File: src/rtl/fmac_pkg.sv
package fmac_pkg;

    typedef enum logic [3:0] {
        OP_MPY   = 4'h0,
        OP_MPYN  = 4'h1,
        OP_MAC   = 4'h2,
        OP_MACN  = 4'h3,
        OP_MACR  = 4'h4,
        OP_MACNR = 4'h5,
        OP_RND   = 4'h6,
        OP_ADDX  = 4'h7,
        OP_SUBX  = 4'h8,
        OP_ADDL  = 4'h9,
        OP_ADDA  = 4'hA,
        OP_SUBA  = 4'hB,
        OP_AND   = 4'hC,
        OP_OR    = 4'hD,
        OP_XOR   = 4'hE,
        OP_NOP   = 4'hF
    } op_e;

    function automatic logic is_logic_op(input op_e o);
        return (o == OP_AND) || (o == OP_OR) || (o == OP_XOR);
    endfunction

    function automatic logic is_round_op(input op_e o);
        return (o == OP_MACR) || (o == OP_MACNR) || (o == OP_RND);
    endfunction

endpackage

File: src/rtl/fmac_operand_regs.sv
module fmac_operand_regs #(
    parameter  int DW   = 24,
    parameter  int NREG = 4,
    localparam int SW   = $clog2(NREG)
) (
    input  logic          clk,
    input  logic          rst_n,
    input  logic          ld_en,
    input  logic [SW-1:0] ld_sel,
    input  logic [DW-1:0] ld_data,
    output logic [DW-1:0] regs_q [NREG]
);

    for (genvar g = 0; g < NREG; g++) begin : g_reg
        always_ff @(posedge clk or negedge rst_n) begin
            if (!rst_n) begin
                regs_q[g] <= '0;
            end else if (ld_en && (ld_sel == SW'(g))) begin
                regs_q[g] <= ld_data;
            end
        end
    end

endmodule

File: src/rtl/fmac_acc_bank.sv
module fmac_acc_bank #(
    parameter  int AW   = 56,
    parameter  int NACC = 2,
    localparam int SW   = (NACC > 1) ? $clog2(NACC) : 1
) (
    input  logic          clk,
    input  logic          rst_n,
    input  logic          wen,
    input  logic [SW-1:0] wsel,
    input  logic [AW-1:0] wdata,
    output logic [AW-1:0] acc_q [NACC]
);

    for (genvar g = 0; g < NACC; g++) begin : g_acc
        always_ff @(posedge clk or negedge rst_n) begin
            if (!rst_n) begin
                acc_q[g] <= '0;
            end else if (wen && (wsel == SW'(g))) begin
                acc_q[g] <= wdata;
            end
        end
    end

endmodule

File: src/rtl/fmac_datapath.sv
module fmac_datapath
    import fmac_pkg::*;
#(
    parameter  int DW = 24,
    parameter  int EW = 8,
    localparam int AW = 2*DW + EW
) (
    input  op_e             op,
    input  logic [DW-1:0]   opa,
    input  logic [DW-1:0]   opb,
    input  logic [2*DW-1:0] pair,
    input  logic [AW-1:0]   acc_d,
    input  logic [AW-1:0]   acc_o,
    output logic [AW-1:0]   res
);

    localparam logic [AW-1:0] HALF = AW'(1) << (DW-1);
    localparam logic [DW-1:0] TIE  = {1'b1, {(DW-1){1'b0}}};

    logic signed [AW-1:0] ext_a;
    logic signed [AW-1:0] ext_b;
    logic signed [AW-1:0] mul;
    logic [AW-1:0]        prod;
    logic [AW-1:0]        mid_a;
    logic [AW-1:0]        ext_pair;
    logic [AW-1:0]        acc_plus;
    logic [AW-1:0]        acc_minus;

    // Convergent rounding at the boundary between the low and middle words.
    function automatic logic [AW-1:0] conv_round(input logic [AW-1:0] v);
        logic [AW-1:0] t;
        t = v + HALF;
        if (v[DW-1:0] == TIE) begin
            t[DW] = 1'b0;
        end
        t[DW-1:0] = '0;
        return t;
    endfunction

    assign ext_a     = {{(AW-DW){opa[DW-1]}}, opa};
    assign ext_b     = {{(AW-DW){opb[DW-1]}}, opb};
    assign mul       = ext_a * ext_b;
    assign prod      = {mul[AW-2:0], 1'b0};
    assign mid_a     = {ext_a[AW-1-DW:0], {DW{1'b0}}};
    assign ext_pair  = {{(AW-2*DW){pair[2*DW-1]}}, pair};
    assign acc_plus  = acc_d + prod;
    assign acc_minus = acc_d - prod;

    always_comb begin
        res = acc_d;
        unique case (op)
            OP_MPY:   res = prod;
            OP_MPYN:  res = '0 - prod;
            OP_MAC:   res = acc_plus;
            OP_MACN:  res = acc_minus;
            OP_MACR:  res = conv_round(acc_plus);
            OP_MACNR: res = conv_round(acc_minus);
            OP_RND:   res = conv_round(acc_d);
            OP_ADDX:  res = acc_d + mid_a;
            OP_SUBX:  res = acc_d - mid_a;
            OP_ADDL:  res = acc_d + ext_pair;
            OP_ADDA:  res = acc_d + acc_o;
            OP_SUBA:  res = acc_d - acc_o;
            OP_AND:   res[2*DW-1:DW] = acc_d[2*DW-1:DW] & opa;
            OP_OR:    res[2*DW-1:DW] = acc_d[2*DW-1:DW] | opa;
            OP_XOR:   res[2*DW-1:DW] = acc_d[2*DW-1:DW] ^ opa;
            OP_NOP:   res = acc_d;
        endcase
    end

endmodule

File: src/rtl/frac_mac_unit.sv
module frac_mac_unit
    import fmac_pkg::*;
#(
    parameter  int DW = 24,
    parameter  int EW = 8,
    localparam int AW = 2*DW + EW
) (
    input  logic          clk,
    input  logic          rst_n,
    input  logic          ld_en,
    input  logic [1:0]    ld_sel,
    input  logic [DW-1:0] ld_data,
    input  logic          op_valid,
    input  logic [3:0]    op_code,
    input  logic [1:0]    op_src_a,
    input  logic [1:0]    op_src_b,
    input  logic          op_dst,
    output logic [AW-1:0] acc0_q,
    output logic [AW-1:0] acc1_q
);

    localparam int NREG = 4;
    localparam int NACC = 2;

    op_e             op;
    logic [DW-1:0]   regs_q [NREG];
    logic [AW-1:0]   acc_q  [NACC];
    logic [DW-1:0]   opa;
    logic [DW-1:0]   opb;
    logic [2*DW-1:0] pair;
    logic [1:0]      pair_lo;
    logic [1:0]      pair_hi;
    logic [AW-1:0]   result;

    assign op      = op_e'(op_code);
    assign opa     = regs_q[op_src_a];
    assign opb     = regs_q[op_src_b];
    assign pair_lo = {op_src_a[1], 1'b0};
    assign pair_hi = {op_src_a[1], 1'b1};
    assign pair    = {regs_q[pair_hi], regs_q[pair_lo]};

    fmac_operand_regs #(.DW(DW), .NREG(NREG)) u_regs (
        .clk     (clk),
        .rst_n   (rst_n),
        .ld_en   (ld_en),
        .ld_sel  (ld_sel),
        .ld_data (ld_data),
        .regs_q  (regs_q)
    );

    fmac_datapath #(.DW(DW), .EW(EW)) u_dp (
        .op    (op),
        .opa   (opa),
        .opb   (opb),
        .pair  (pair),
        .acc_d (acc_q[op_dst]),
        .acc_o (acc_q[~op_dst]),
        .res   (result)
    );

    fmac_acc_bank #(.AW(AW), .NACC(NACC)) u_acc (
        .clk   (clk),
        .rst_n (rst_n),
        .wen   (op_valid),
        .wsel  (op_dst),
        .wdata (result),
        .acc_q (acc_q)
    );

    assign acc0_q = acc_q[0];
    assign acc1_q = acc_q[1];

    for (genvar g = 0; g < NACC; g++) begin : g_chk

        other_acc_hold_chk: assert property (@(posedge clk) disable iff (!rst_n)
            (op_valid && (op_dst != 1'(g))) |=> $stable(acc_q[g]));


        idle_hold_chk: assert property (@(posedge clk) disable iff (!rst_n)
            !op_valid |=> $stable(acc_q[g]));


        logic_field_keep_chk: assert property (@(posedge clk) disable iff (!rst_n)
            (op_valid && (op_dst == 1'(g)) && is_logic_op(op))
            |=> (acc_q[g][AW-1:2*DW] == $past(acc_q[g][AW-1:2*DW]))
                && (acc_q[g][DW-1:0] == $past(acc_q[g][DW-1:0])));


        round_low_clear_chk: assert property (@(posedge clk) disable iff (!rst_n)
            (op_valid && (op_dst == 1'(g)) && is_round_op(op))
            |=> (acc_q[g][DW-1:0] == '0));
    end

endmodule

File: config.mk
export PLATFORM = sky130hd
export DESIGN_NAME = frac_mac_unit
export DESIGN_NICKNAME = d
export VERILOG_FILES = /design/src/rtl/fmac_pkg.sv /design/src/rtl/fmac_operand_regs.sv /design/src/rtl/fmac_acc_bank.sv /design/src/rtl/fmac_datapath.sv /design/src/rtl/frac_mac_unit.sv
export SDC_FILE = /design/constraint.sdc
export NUM_CORES = 2
export LEC_CHECK = 0
export BUFFER_PORTS_ARGS = -buffer_cell sky130_fd_sc_hd__buf_2
export CAP_MARGIN = 10
export CORE_ASPECT_RATIO = 1.25
export CORE_UTILIZATION = 45
export CTS_BUF_LIST = sky130_fd_sc_hd__clkbuf_4
export CTS_CLUSTER_DIAMETER = 40
export DETAILED_ROUTE_END_ITERATION = 16
export PLACE_DENSITY = 0.59
export SLEW_MARGIN = 30
export SYNTH_ARGS = -nofsm -noshare
export SYNTH_HDL_FRONTEND = slang
export SYNTH_SLANG_ARGS = --single-unit
File: constraint.sdc
create_clock -name clk -period 14.2 [get_ports clk]
set_input_delay 1.42 -clock clk [delete_from_list [all_inputs] [get_ports clk]]
set_output_delay 1.42 -clock clk [all_outputs]
set_load 0.02 [all_outputs]
==> flow_metrics.py <==
metrics = {
    "outcome": {
        "outcome": "complete, no violations",
    },
    "sta": {
        "rsz0062_at_grt": "false",
        "fin_skew_ns": 0.0833,
        "fmax_mhz": 71.5,
        "maxSlewViolCount": 0,
        "setup_viol": 0,
        "finalCritPeriodShare": 0.984,
        "tightest_slew_ns": 1.13,
        "maxSlewHeadroom": 0.224,
        "fin_tns_setup_ns": 0,
        "hold_violations": 0,
        "period_minus_slack_ns": 13.98,
    },
    "worst_setup_path": {
        "cp_slowest_cell": "nor4b_1",
        "crit_top_cell": "fa_1",
        "cp.required_ns": 14.92,
        "crit_start": "op_src_a[1]",
        "critPathKind": "in -> reg",
        "cp-start-kind": "input port",
        "cp-end-kind": "register",
        "worstPathArrival_ns": 14.70,
        "crit_fanout": 15,
        "reg2reg_from": "u_regs.regs_q[95]",
        "critical-path-max-stage-delay_ns": 0.73,
    },
    "logic_synthesis": {
        "seq_area_frac_synth": 0.0887,
        "synthFlopType": "dfrtp_1",
        "postSynthCellCount": 7527,
        "ys_async_sr_fraction": 1.00,
        "synth_nets": 8665,
        "avgSynthCellArea_um2": 7.80,
        "yosys_warnings": 0,
        "synth_edf_count": 0,
        "mappedNetlistArea_mm2": 0.0587,
        "synth_seq_cells": 208,
        "ys_types": 113,
    },
    "global_route": {
        "grt_pass1_vias": 58939,
        "antenna_found_initial": 7,
        "overflow": 0,
        "grt_pass1_wl_mm": 386,
        "grt_max_degree": 97,
        "grt_use_total": 0.392,
    },
    "floorplanning": {
        "rows": 147,
        "core-area_mm2": 0.129,
        "die_area_mm2": 0.132,
        "start_util": 0.455,
        "ios": 151,
        "die_h_um": 406,
        "die_x_um": 325,
    },
    "clocking": {
        "clock_latency_ns": 0.93,
        "clkSinkCount": 208,
        "holdBufCountCts": 0,
        "cts_root_buffer": "clkbuf_4",
        "cts_buffers": 56,
        "cts_tree": "done",
        "clkSlewWorstSetupHoldPaths_ns": 0.07,
        "h-tree-depth": 2,
        "clock_path_buffers": 3,
    },
    "placed_design": {
        "place_hpwl_mm": 218,
        "post_dp_cell_area_mm2": 0.0636,
        "gp_congestion": 1.07,
        "portBuffers": 150,
    },
    "finish": {
        "fin_area_mm2": 0.0643,
        "num-nets-final": 8929,
        "drive_above_1_share": 0.126,
        "area_growth_pct": 9.57,
        "final_cell_mix": "inv_1 (934), nand2_1 (778), nor2_1 (669)",
        "mostFrequentLayoutCell": "inv_1",
    },
    "route": {
        "postRouteAntennaNets": 0,
        "finalWirelength_mm": 261,
        "num_vias": 59524,
        "drc_errors": 0,
        "drt-wirelength-per-cell_um": 27.4,
        "vias_per_cell": 6.24,
        "drt-initial-drc-count": 6227,
        "drt_pre_antenna_iters": 6,
    },
    "worst_hold_path": {
        "min_from": "u_regs.regs_q[80]",
        "min-delay-path-class": "reg -> reg",
    },
    "job": {
        "max_cap_viol_count": 0,
    },
}
[synth_stat cells (all sizes together) (64+ instances only)]
cell    instances  area (µm²)
nand3         133         666
o211ai         64         485
a211oi         83         653
a21o          131         985
xnor2         231        2030
mux2i         164        1640
xor2           67         587
nor2          676        2540
o21ai         469        2350
and2           76         475
mux2          167        1880
ha            485        6070
nor3          127         652
clkbuf        315        1180
buf            66         295
o21bai         69         518
dfrtp         208        5200
inv           935        3510
a21oi         484        2430
fa            614       12300
nand2         784        2950
[metrics by stage]
step | hold slack, ns | std cells | util | setup WS [ns]
floorplan | 0.491 | 7527 | - | 0.934
global placement | 0.500 | 9445 | 0.493 | -0.529
detailed placement | 0.513 | 9445 | 0.493 | -0.469
CTS | 0.486 | 9537 | 0.498 | 0.373
global route | 0.514 | 9541 | 0.499 | 0.0785
finish | 0.525 | 9542 | 0.499 | 0.221
[routing by layer]
| layer | global-route usage | part of all wire |
|---|---|---|
| met3 | 0.0687 | 0.088 |
| met5 | 0 | 0.00014 |
| met4 | 0.186 | 0.056 |
| met2 | 0.623 | 0.44 |
| met1 | 0.516 | 0.41 |
[critical path: cells and delay by family]
kind | cells | cell delay (ns)
buffers and inverters | 10 | 2.11
AOI/OAI and AO/OA | 11 | 3.10
and+or+nand+nor | 8 | 2.31
muxes | 1 | 0.41
adders and majority gates | 9 | 4.46
xor gates and xnor gates | 2 | 0.85
[layout make-up]
cell class,count,area [µm²]
Sequential cell,208,5200
Tap cell,1713,2140
Antenna cell,4,10.0
Timing Repair Buffer,587,4120
Clock inverter,14,78.8
Inverter,941,3530
Clock buffer,78,586
Multi-Input combinational cell,5997,48600
Fill cell,12961,64600
[cells by family after synthesis]
| group | Yosys count | synth area share |
|---|---|---|
| xor gates and xnor gates | 298 | 0.0446 |
| and+or+nand+nor | 2277 | 0.180 |
| muxes | 342 | 0.0642 |
| DFF | 208 | 0.0887 |
| adders and majority gates | 1099 | 0.313 |
| buffers and inverters | 1322 | 0.0854 |
| AOI/OAI and AO/OA | 1981 | 0.224 |
[flip-flops by register name, summed over array words and instances, names as in the netlist]
register	cells
u_regs.regs_q	96
u_acc.acc_q	112
[what timing repair did]
item | 4_1_cts | 5_1_grt
buffers inserted | 0 | 0
endpoints found under the setup margin | 0 | 10
gates resized for setup | 0 | 3
hold endpoints to repair | 0 | 0
[final timing paths]
kind                                endpoint  slack (ns)  cells after the start
max                          u_acc.acc_q[53]        0.22                     41
min                        u_regs.regs_q[80]        0.53                      1
max reg2reg                  u_acc.acc_q[53]        1.09                     39
min reg2reg                u_regs.regs_q[80]        0.53                      1
max in group asynchronous    u_acc.acc_q[52]       12.22                      2
min in group asynchronous    u_acc.acc_q[65]        0.54                      1
Power is not shown: default switching activity piles up to over one toggle a cycle in this logic, so the estimate is an artifact.
